### config.mk
export PLATFORM = sky130hd
export DESIGN_NAME = gtc_timer64
export DESIGN_NICKNAME = d
export VERILOG_FILES = /design/src/rtl/gtc_pkg.sv /design/src/rtl/gtc_prescale.sv /design/src/rtl/gtc_counter.sv /design/src/rtl/gtc_compare.sv /design/src/rtl/gtc_timer64.sv
export SDC_FILE = /design/constraint.sdc
export NUM_CORES = 1
export LEC_CHECK = 0
export BUFFER_PORTS_ARGS = -buffer_cell sky130_fd_sc_hd__buf_2
export CORE_MARGIN = 2
export CORE_UTILIZATION = 35
export DETAILED_ROUTE_END_ITERATION = 8
export GPL_TIMING_DRIVEN = 0
export PLACE_DENSITY_LB_ADDON = 0.2
export RECOVER_POWER = 100
export REMOVE_ABC_BUFFERS = 1
export SYNTH_ARGS = -nofsm -noshare
export SYNTH_HDL_FRONTEND = slang
export SYNTH_SLANG_ARGS = --single-unit
### constraint.sdc
create_clock -name clk -period 2.8 [get_ports clk]
set_input_delay 0.14 -clock clk [delete_from_list [all_inputs] [get_ports clk]]
set_output_delay 0.14 -clock clk [all_outputs]
set_load 0.02 [all_outputs]
### src/rtl/gtc_pkg.sv
package gtc_pkg;
  parameter int unsigned REG_AW = 5;
  parameter int unsigned PRESC_W = 8;

  localparam logic [REG_AW-1:0] OFS_CNT_LO = 5'h00;
  localparam logic [REG_AW-1:0] OFS_CNT_HI = 5'h04;
  localparam logic [REG_AW-1:0] OFS_CTRL   = 5'h08;
  localparam logic [REG_AW-1:0] OFS_STAT   = 5'h0C;
  localparam logic [REG_AW-1:0] OFS_CMP_LO = 5'h10;
  localparam logic [REG_AW-1:0] OFS_CMP_HI = 5'h14;
  localparam logic [REG_AW-1:0] OFS_STEP   = 5'h18;

  typedef struct packed {
    logic [PRESC_W-1:0] presc;
    logic               ainc;
    logic               irq_en;
    logic               cmp_en;
    logic               run;
  } gtc_ctrl_t;

  function automatic gtc_ctrl_t ctrl_unpack(input logic [31:0] w);
    gtc_ctrl_t c;
    c.presc  = w[8 +: PRESC_W];
    c.ainc   = w[3];
    c.irq_en = w[2];
    c.cmp_en = w[1];
    c.run    = w[0];
    return c;
  endfunction

  function automatic logic [31:0] ctrl_pack(input gtc_ctrl_t c);
    logic [31:0] w;
    w = '0;
    w[8 +: PRESC_W] = c.presc;
    w[3] = c.ainc;
    w[2] = c.irq_en;
    w[1] = c.cmp_en;
    w[0] = c.run;
    return w;
  endfunction
endpackage

### src/rtl/gtc_prescale.sv
module gtc_prescale #(
  parameter int unsigned PW = 8
) (
  input  logic          clk,
  input  logic          rst_n,
  input  logic          run,
  input  logic [PW-1:0] limit,
  output logic          tick
);
  logic [PW-1:0] div_q;

  assign tick = run && (div_q == limit);

  always_ff @(posedge clk or negedge rst_n) begin
    if (!rst_n)       div_q <= '0;
    else if (!run)    div_q <= '0;
    else if (tick)    div_q <= '0;
    else              div_q <= div_q + 1'b1;
  end
endmodule

### src/rtl/gtc_counter.sv
module gtc_counter #(
  parameter int unsigned HW = 32
) (
  input  logic          clk,
  input  logic          rst_n,
  input  logic          tick,
  input  logic          wr_lo,
  input  logic          wr_hi,
  input  logic [HW-1:0] wdata,
  output logic [2*HW-1:0] cnt
);
  localparam int unsigned NHALF = 2;

  logic [NHALF-1:0] half_wr;
  logic [NHALF-1:0] half_inc;

  assign half_wr     = {wr_hi, wr_lo};
  assign half_inc[0] = tick;
  assign half_inc[1] = tick && (&cnt[HW-1:0]);

  for (genvar g = 0; g < NHALF; g++) begin : g_half
    logic [HW-1:0] q;
    always_ff @(posedge clk or negedge rst_n) begin
      if (!rst_n)            q <= '0;
      else if (half_wr[g])   q <= wdata;
      else if (half_inc[g])  q <= q + 1'b1;
    end
    assign cnt[g*HW +: HW] = q;
  end
endmodule

### src/rtl/gtc_compare.sv
module gtc_compare #(
  parameter int unsigned HW = 32
) (
  input  logic            clk,
  input  logic            rst_n,
  input  logic            cmp_en,
  input  logic            ainc,
  input  logic            wr_lo,
  input  logic            wr_hi,
  input  logic            wr_step,
  input  logic            clr_evt,
  input  logic [HW-1:0]   wdata,
  input  logic [2*HW-1:0] cnt,
  output logic [2*HW-1:0] cmp,
  output logic [HW-1:0]   step,
  output logic            evt
);
  localparam int unsigned CW = 2 * HW;

  logic match;
  assign match = cmp_en && (cnt >= cmp);

  always_ff @(posedge clk or negedge rst_n) begin
    if (!rst_n) begin
      cmp <= '0;
    end else begin
      if (match && ainc) cmp <= cmp + {{(CW-HW){1'b0}}, step};
      if (wr_lo) cmp[HW-1:0]  <= wdata;
      if (wr_hi) cmp[CW-1:HW] <= wdata;
    end
  end

  always_ff @(posedge clk or negedge rst_n) begin
    if (!rst_n)       step <= '0;
    else if (wr_step) step <= wdata;
  end

  always_ff @(posedge clk or negedge rst_n) begin
    if (!rst_n)       evt <= 1'b0;
    else if (match)   evt <= 1'b1;
    else if (clr_evt) evt <= 1'b0;
  end
endmodule

### src/rtl/gtc_timer64.sv
module gtc_timer64
  import gtc_pkg::*;
#(
  parameter int unsigned DATA_W = 32
) (
  input  logic              clk,
  input  logic              rst_n,
  input  logic              bus_wr,
  input  logic [REG_AW-1:0] bus_addr,
  input  logic [DATA_W-1:0] bus_wdata,
  output logic [DATA_W-1:0] bus_rdata,
  output logic              irq
);
  localparam int unsigned CNT_W = 2 * DATA_W;

  gtc_ctrl_t        ctrl_q;
  logic             tick;
  logic [CNT_W-1:0] cnt;
  logic [CNT_W-1:0] cmp;
  logic [DATA_W-1:0] step;
  logic             evt;

  logic wr_cnt_lo, wr_cnt_hi, wr_ctrl, wr_stat, wr_cmp_lo, wr_cmp_hi, wr_step;

  assign wr_cnt_lo = bus_wr && (bus_addr == OFS_CNT_LO) && !ctrl_q.run;
  assign wr_cnt_hi = bus_wr && (bus_addr == OFS_CNT_HI) && !ctrl_q.run;
  assign wr_ctrl   = bus_wr && (bus_addr == OFS_CTRL);
  assign wr_stat   = bus_wr && (bus_addr == OFS_STAT) && bus_wdata[0];
  assign wr_cmp_lo = bus_wr && (bus_addr == OFS_CMP_LO);
  assign wr_cmp_hi = bus_wr && (bus_addr == OFS_CMP_HI);
  assign wr_step   = bus_wr && (bus_addr == OFS_STEP);

  always_ff @(posedge clk or negedge rst_n) begin
    if (!rst_n)       ctrl_q <= '0;
    else if (wr_ctrl) ctrl_q <= ctrl_unpack(bus_wdata);
  end

  gtc_prescale #(.PW(PRESC_W)) u_presc (
    .clk   (clk),
    .rst_n (rst_n),
    .run   (ctrl_q.run),
    .limit (ctrl_q.presc),
    .tick  (tick)
  );

  gtc_counter #(.HW(DATA_W)) u_cnt (
    .clk   (clk),
    .rst_n (rst_n),
    .tick  (tick),
    .wr_lo (wr_cnt_lo),
    .wr_hi (wr_cnt_hi),
    .wdata (bus_wdata),
    .cnt   (cnt)
  );

  gtc_compare #(.HW(DATA_W)) u_cmp (
    .clk     (clk),
    .rst_n   (rst_n),
    .cmp_en  (ctrl_q.cmp_en),
    .ainc    (ctrl_q.ainc),
    .wr_lo   (wr_cmp_lo),
    .wr_hi   (wr_cmp_hi),
    .wr_step (wr_step),
    .clr_evt (wr_stat),
    .wdata   (bus_wdata),
    .cnt     (cnt),
    .cmp     (cmp),
    .step    (step),
    .evt     (evt)
  );

  always_comb begin
    bus_rdata = '0;
    unique case (bus_addr)
      OFS_CNT_LO: bus_rdata = cnt[DATA_W-1:0];
      OFS_CNT_HI: bus_rdata = cnt[CNT_W-1:DATA_W];
      OFS_CTRL:   bus_rdata = ctrl_pack(ctrl_q);
      OFS_STAT:   bus_rdata = {{(DATA_W-1){1'b0}}, evt};
      OFS_CMP_LO: bus_rdata = cmp[DATA_W-1:0];
      OFS_CMP_HI: bus_rdata = cmp[CNT_W-1:DATA_W];
      OFS_STEP:   bus_rdata = step;
      default:    bus_rdata = '0;
    endcase
  end

  assign irq = evt && ctrl_q.irq_en;
endmodule

# ---- Word-level counts from Yosys, hierarchy flattened
# Index checks and enable logic that the tools add are counted.
dict set report totals {
  regBits 181
  inputBits 40
  output_inout_bits 33
  word_cells 59
}
dict set report classes {
  n_addsub 4
  n_lt_le_gt_ge 1
  n_eq_ne 7
  mux 12
  reduce_logical 23
}
# operator count
set op_table {}
lappend op_table {{$pmux 32 s7} 1}
lappend op_table {{$mux 32} 6}
lappend op_table {{$add 32x1->32 const B} 2}
lappend op_table {{$add 64x32->64} 1}
lappend op_table {{$ge 64x64->1} 1}
lappend op_table {{$mux 64} 1}
lappend op_table {{$reduce_and 32->1} 1}
lappend op_table {{$mux 8} 2}
lappend op_table {{$eq 5x5->1 const B} 3}
lappend op_table {{$logic_and 1x1->1} 15}
lappend op_table {{$eq 5x4->1 const B} 2}
lappend op_table {{$reduce_bool 2->1} 5}
lappend op_table {{$add 8x1->8 const B} 1}
lappend op_table {{$eq 8x8->1} 1}
lappend op_table {{$eq 5x3->1 const B} 1}
lappend op_table {{$logic_not 5->1} 1}
lappend op_table {{$mux 1} 2}
lappend op_table {{$logic_not 1->1} 1}

# ---- Logic depth before layout (Yosys ltp)
dict set report logic_depth {
  word_depth 5
  ltp_mapped 13
  ltp_nobuf 12
}

# ---- Hierarchy
# From an unflattened synthesis, not the netlist that was laid out.
dict set report unflattened {
  cells_unflattened 1603
  hier_area_um2 14264.9
}
# mod n_inst cells_per_inst area_per_inst_um2 seq_area_each_um2
set by_module_without_submodules {}
lappend by_module_without_submodules {gtc_compare 1 940 8062.7 2427.3}
lappend by_module_without_submodules {gtc_counter 1 448 3873.7 1601.5}
lappend by_module_without_submodules {gtc_timer64 1 168 1836.8 300.3}
lappend by_module_without_submodules {gtc_prescale 1 47 491.7 200.2}

# ---- Worst setup path before layout
# No wires, ideal clock.
dict set report synth_path {
  path_type {reg-to-reg}
  startpoint {register u_cmp.cmp[0]}
  endpoint {register u_cmp.cmp[44]}
  arrival_ns 2.714
  required_time_ns 2.718
  path_slack_ns 0.004
  path_stages_with_launch 13
  synth_period_minus_slack_ns 2.796
  path_cell_list {dfrtp_1 ha_1 inv_1 fa_1 nor2b_1 o2111ai_1 a21oi_1 o21ai_0 a21oi_1 o211a_1 nand2_2 or4_1 a31oi_1}
}
dict set report synth_via {
  elab_chain_len 4
}
# element line
set synth_rtl {}
lappend synth_rtl {{start, declared} gtc_compare.sv:14} ;# output logic [2*HW-1:0] cmp,
lappend synth_rtl {{start signal, assigned} gtc_compare.sv:27} ;# if (match && ainc) cmp <= cmp + {{(CW-HW){1'b0}}, step};
lappend synth_rtl {{start signal, assigned by index} gtc_compare.sv:28} ;# if (wr_lo) cmp[HW-1:0] <= wdata;
lappend synth_rtl {{start signal, assigned by index} gtc_compare.sv:29} ;# if (wr_hi) cmp[CW-1:HW] <= wdata;
lappend synth_rtl {{$ge 64x64->1} gtc_compare.sv:21} ;# assign match = cmp_en && (cnt >= cmp);
lappend synth_rtl {{$logic_and 1x1->1} gtc_compare.sv:21}
lappend synth_rtl {{$logic_and 1x1->1} gtc_compare.sv:27}
lappend synth_rtl {{$reduce_bool 2->1 (no source line)} -}
# Several ways; a longest one is shown, not always the timed one. The select of a mux whose other input is x is not followed.
# A chain may end at the register's enable or synchronous reset.

# ---- Worst setup path after layout
dict set report layout_path {
  startpoint {register u_cmp.cmp[32]}
  endpoint {register u_cmp.cmp[44]}
}
# The elaborated chain is that of the path after synthesis.

==> flow_metrics.tcl <==
set metrics [dict create \
    status "complete, but fails checks" \
    failed_checks "max-capacitance violations, max-slew violations, negative setup slack" \
    worst_pin_slew_ps 2300 \
    synth_area_per_cell_sq_um 8.24 \
    synth-seq-area-share 0.334 \
    peakVddDrop_uv 439 \
    post_drt_via_cell_ratio 5.85 \
    htreeDepth 4 \
    wire_per_inst_um 21.5 \
    grt-ovfl-total 0 \
    reg2reg_to "u_cmp.cmp[44]" \
    num_rows 72 \
    io_buffers 72 \
    p_clk_frac 0.198 \
    dp.final_hpwl_mm 34.1 \
    numCtsBuffers 17 \
    worstHoldEndpoint "u_cmp.cmp[0]" \
    min_period_ps 3230 \
    whs_ps 2.53 \
    n_fill_cell 3667 \
    setup_slack_ps -429 \
    min_from "bus_wdata[0]" \
    grtUsageTotal 0.239 \
    fp.dieW_um 201 \
    clk_pin_slew_worst_paths_ps 80 \
    drc 0 \
    async_reset_ff_frac 1.00 \
    p_int_mw 7.48 \
    final_layout_size_suffix_gt1_frac 0.290 \
    share_seq_of_total_power 0.309 \
    cts_tree "yes" \
    grt_antenna_before_repair 1 \
    ys.flop_type "dfrtp_1" \
    p_leak_nw 7.72 \
    worstPathRequired_ps 3160 \
    finalSetupTns_ps -13870 \
    path_max_fanout 4 \
    vias 13800 \
    power.switching_mw 5.50 \
    min_path_type "in2reg" \
    max-cap-violations 1 \
    slew_viol_final 83 \
    drt_iter0_drc 1243 \
    yosys_warnings 0 \
    rrSetupSlack_ps -430 \
    worstPathArrival_ps 3590 \
    power_mw 13.0 \
    timing.fmax_ghz 0.310 \
    die_h_um 201 \
    yosys-top-cells-area "dfrtp_1 (33%), ha_1 (9.1%), nand2_1 (5.7%)" \
    yosysMostFrequentCell "nand2_1" \
    initial_core_util 0.353 \
    yosys_register_bits 181 \
    ant_nets 0 \
    hold_path_depth 3 \
    netlist_instances 1648 \
    final.period_utilization 1.15 \
    placed_cells 2173 \
    core_sq_um 38500 \
    worst-r2r-cell-count 13 \
    combPwrFrac 0.492 \
    post-place-ws_ps -1900 \
    grt_pass1_vias 12700 \
    cts-root-buf "clkbuf_16" \
    synth_cell_types 64 \
    grt_max_degree 100 \
    gp_congestion 0.887 \
    end_kind "flop" \
    io_pins 73 \
    start_kind "flop" \
    synth_area_sq_um 13600 \
    cts.sinks 181 \
    netlist_top_cells_count "nand2_1 (206), dfrtp_1 (181), o21ai_0 (154), nor2_1 (128), a21oi_1 (109)" \
    dieArea_sq_um 40400 \
    clk_latency_ps 450 \
    syn2layout_area_growth_pct 31.3 \
    max_slew_margin -0.536 \
    reg2reg_from "u_cmp.cmp[32]" \
    drt_first_pass_iters 5 \
    p_per_area_nw_per_um2 728 \
    finalHoldViolations 0 \
    synth_edf_count 0 \
    synth_top_area_cell "dfrtp_1" \
    rsz0062_at_grt "yes" \
    setup_violations 70 \
    worstSetupPathType "reg2reg" \
    wirelength_mm 50.9 \
    clock_skew_ps 12.4 \
    synth_top_area_frac 0.334 \
    clockBufferDepth 2 \
    grt_pass1_wl_mm 75.1 \
    fin_nets 1971 \
    power_switching_share 0.424 \
    fin_cells 2363 \
]
-- cell type report --
type	count	area (sq um)	share of cell area
Timing Repair Buffer	245	2080	0.117
Antenna cell	1	2.50	0.000140
Clock inverter	14	160	0.00898
Inverter	81	304	0.0171
Tap cell	518	648	0.0364
Sequential cell	181	4580	0.257
Clock buffer	18	439	0.0246
Multi-Input combinational cell	1305	9620	0.540
-- power by group through the flow --
stage	Combinational, mW	Sequential [mW]	Clock (mW)
2_1_floorplan	3.37	3.83	0
3_3_place_gp	4.41	4.09	0
3_5_place_dp	4.51	4.11	0
4_1_cts	5.45	3.96	2.59
5_1_grt	6.99	4.11	2.69
6_report	6.39	4.02	2.57
-- cells by family (layout without fill, tap and decap cells) --
kind of cell               Yosys count  in the layout  share of synthesized area
adders and majority gates          100            100                     0.0927
AOI/OAI and AO/OA                  442            443                      0.207
xor gates and xnor gates            64             64                     0.0413
other                                0              1                          0
DFF                                181            181                      0.334
muxes                               84             84                     0.0661
buffers and inverters              163            358                     0.0457
and+or+nand+nor                    614            614                      0.214
-- worst max-delay path by stage --
stage / start / endpoint / slack, ps / depth (start not counted)
final: u_cmp.cmp[32] / u_cmp.cmp[44] / -430 / 13
after global placement: bus_addr[4] / u_cnt.g_half[0].q[13] / -5220 / 5
after global routing: u_cmp.cmp[32] / u_cmp.cmp[63] / -520 / 13
after detailed placement: u_cmp.cmp[38] / u_cmp.cmp[63] / -1900 / 11
after floorplan: ctrl_q[0] / u_cnt.g_half[0].q[13] / -1800 / 5
after CTS: u_cnt.g_half[0].q[28] / u_cmp.cmp[44] / -310 / 11
-- layout by cell type, fill, tap and decap left out, drive strengths merged, types with 4 or more instances in the layout --
master	count
clkinv	8
mux2i	39
xor2	24
a22oi	14
buf	235
or2	4
nand2b	6
nor2	128
o311ai	11
or3	18
a211oi	11
mux2	45
nand4	44
nor2b	9
and3	27
a221o	47
o21bai	5
o21ai	155
a221oi	4
nor3	40
o21a	5
a21o	20
and4	6
a21oi	109
nor3b	8
clkbuf	25
nand2	207
a31oi	26
and2	12
o211ai	10
dfrtp	181
xnor2	40
inv	81
nand3	72
nor4	25
or4	5
ha	99
-- metal layers --
layer  vias up  wire [um]  track usage
met5         -          0            0
met4         0       1540       0.0714
met3        98       3380       0.0385
met2       496      23000        0.381
met1      6793      23000        0.334
li1       6427          -            -
-- stage by stage --
stage,cell area (sq um),util
detailed placement,14600,0.379
finish,17800,0.463
floorplan,13300,-
global placement,14300,0.371
global route,17800,0.463
CTS,16500,0.430
-- critical path: stages (launching register included) --
cell and delay [ps]:
dfrtp_1 430, inv_2 70, ha_1 280, nand4_1 240
nor4_4 380, nand2_2 170, nor3_4 210, a21oi_4 80
a31oi_4 260, buf_6 150, buf_12 110, nand2_8 60
or4_4 510, a31oi_1 180
-- repair_timing --
| item | in CTS | in global routing |
|---|---|---|
| setup endpoints to repair | 106 | 97 |
| pin swaps | 44 | 83 |
| setup buffers | 93 | 56 |
| hold endpoints to repair | 85 | 0 |
| hold buffers | 3 | 0 |
| gates cloned | 2 | 6 |
| gates resized for setup | 129 | 189 |
-- state kept, by name, summed over array words and instances (netlist names) --
name,flops
u_presc.div_q,8
u_cmp.cmp,64
u_cmp.evt,1
u_cmp.step,32
ctrl_q,12
u_cnt.g_half.q,64
No activity file was read; power rests on OpenSTA's default activity.
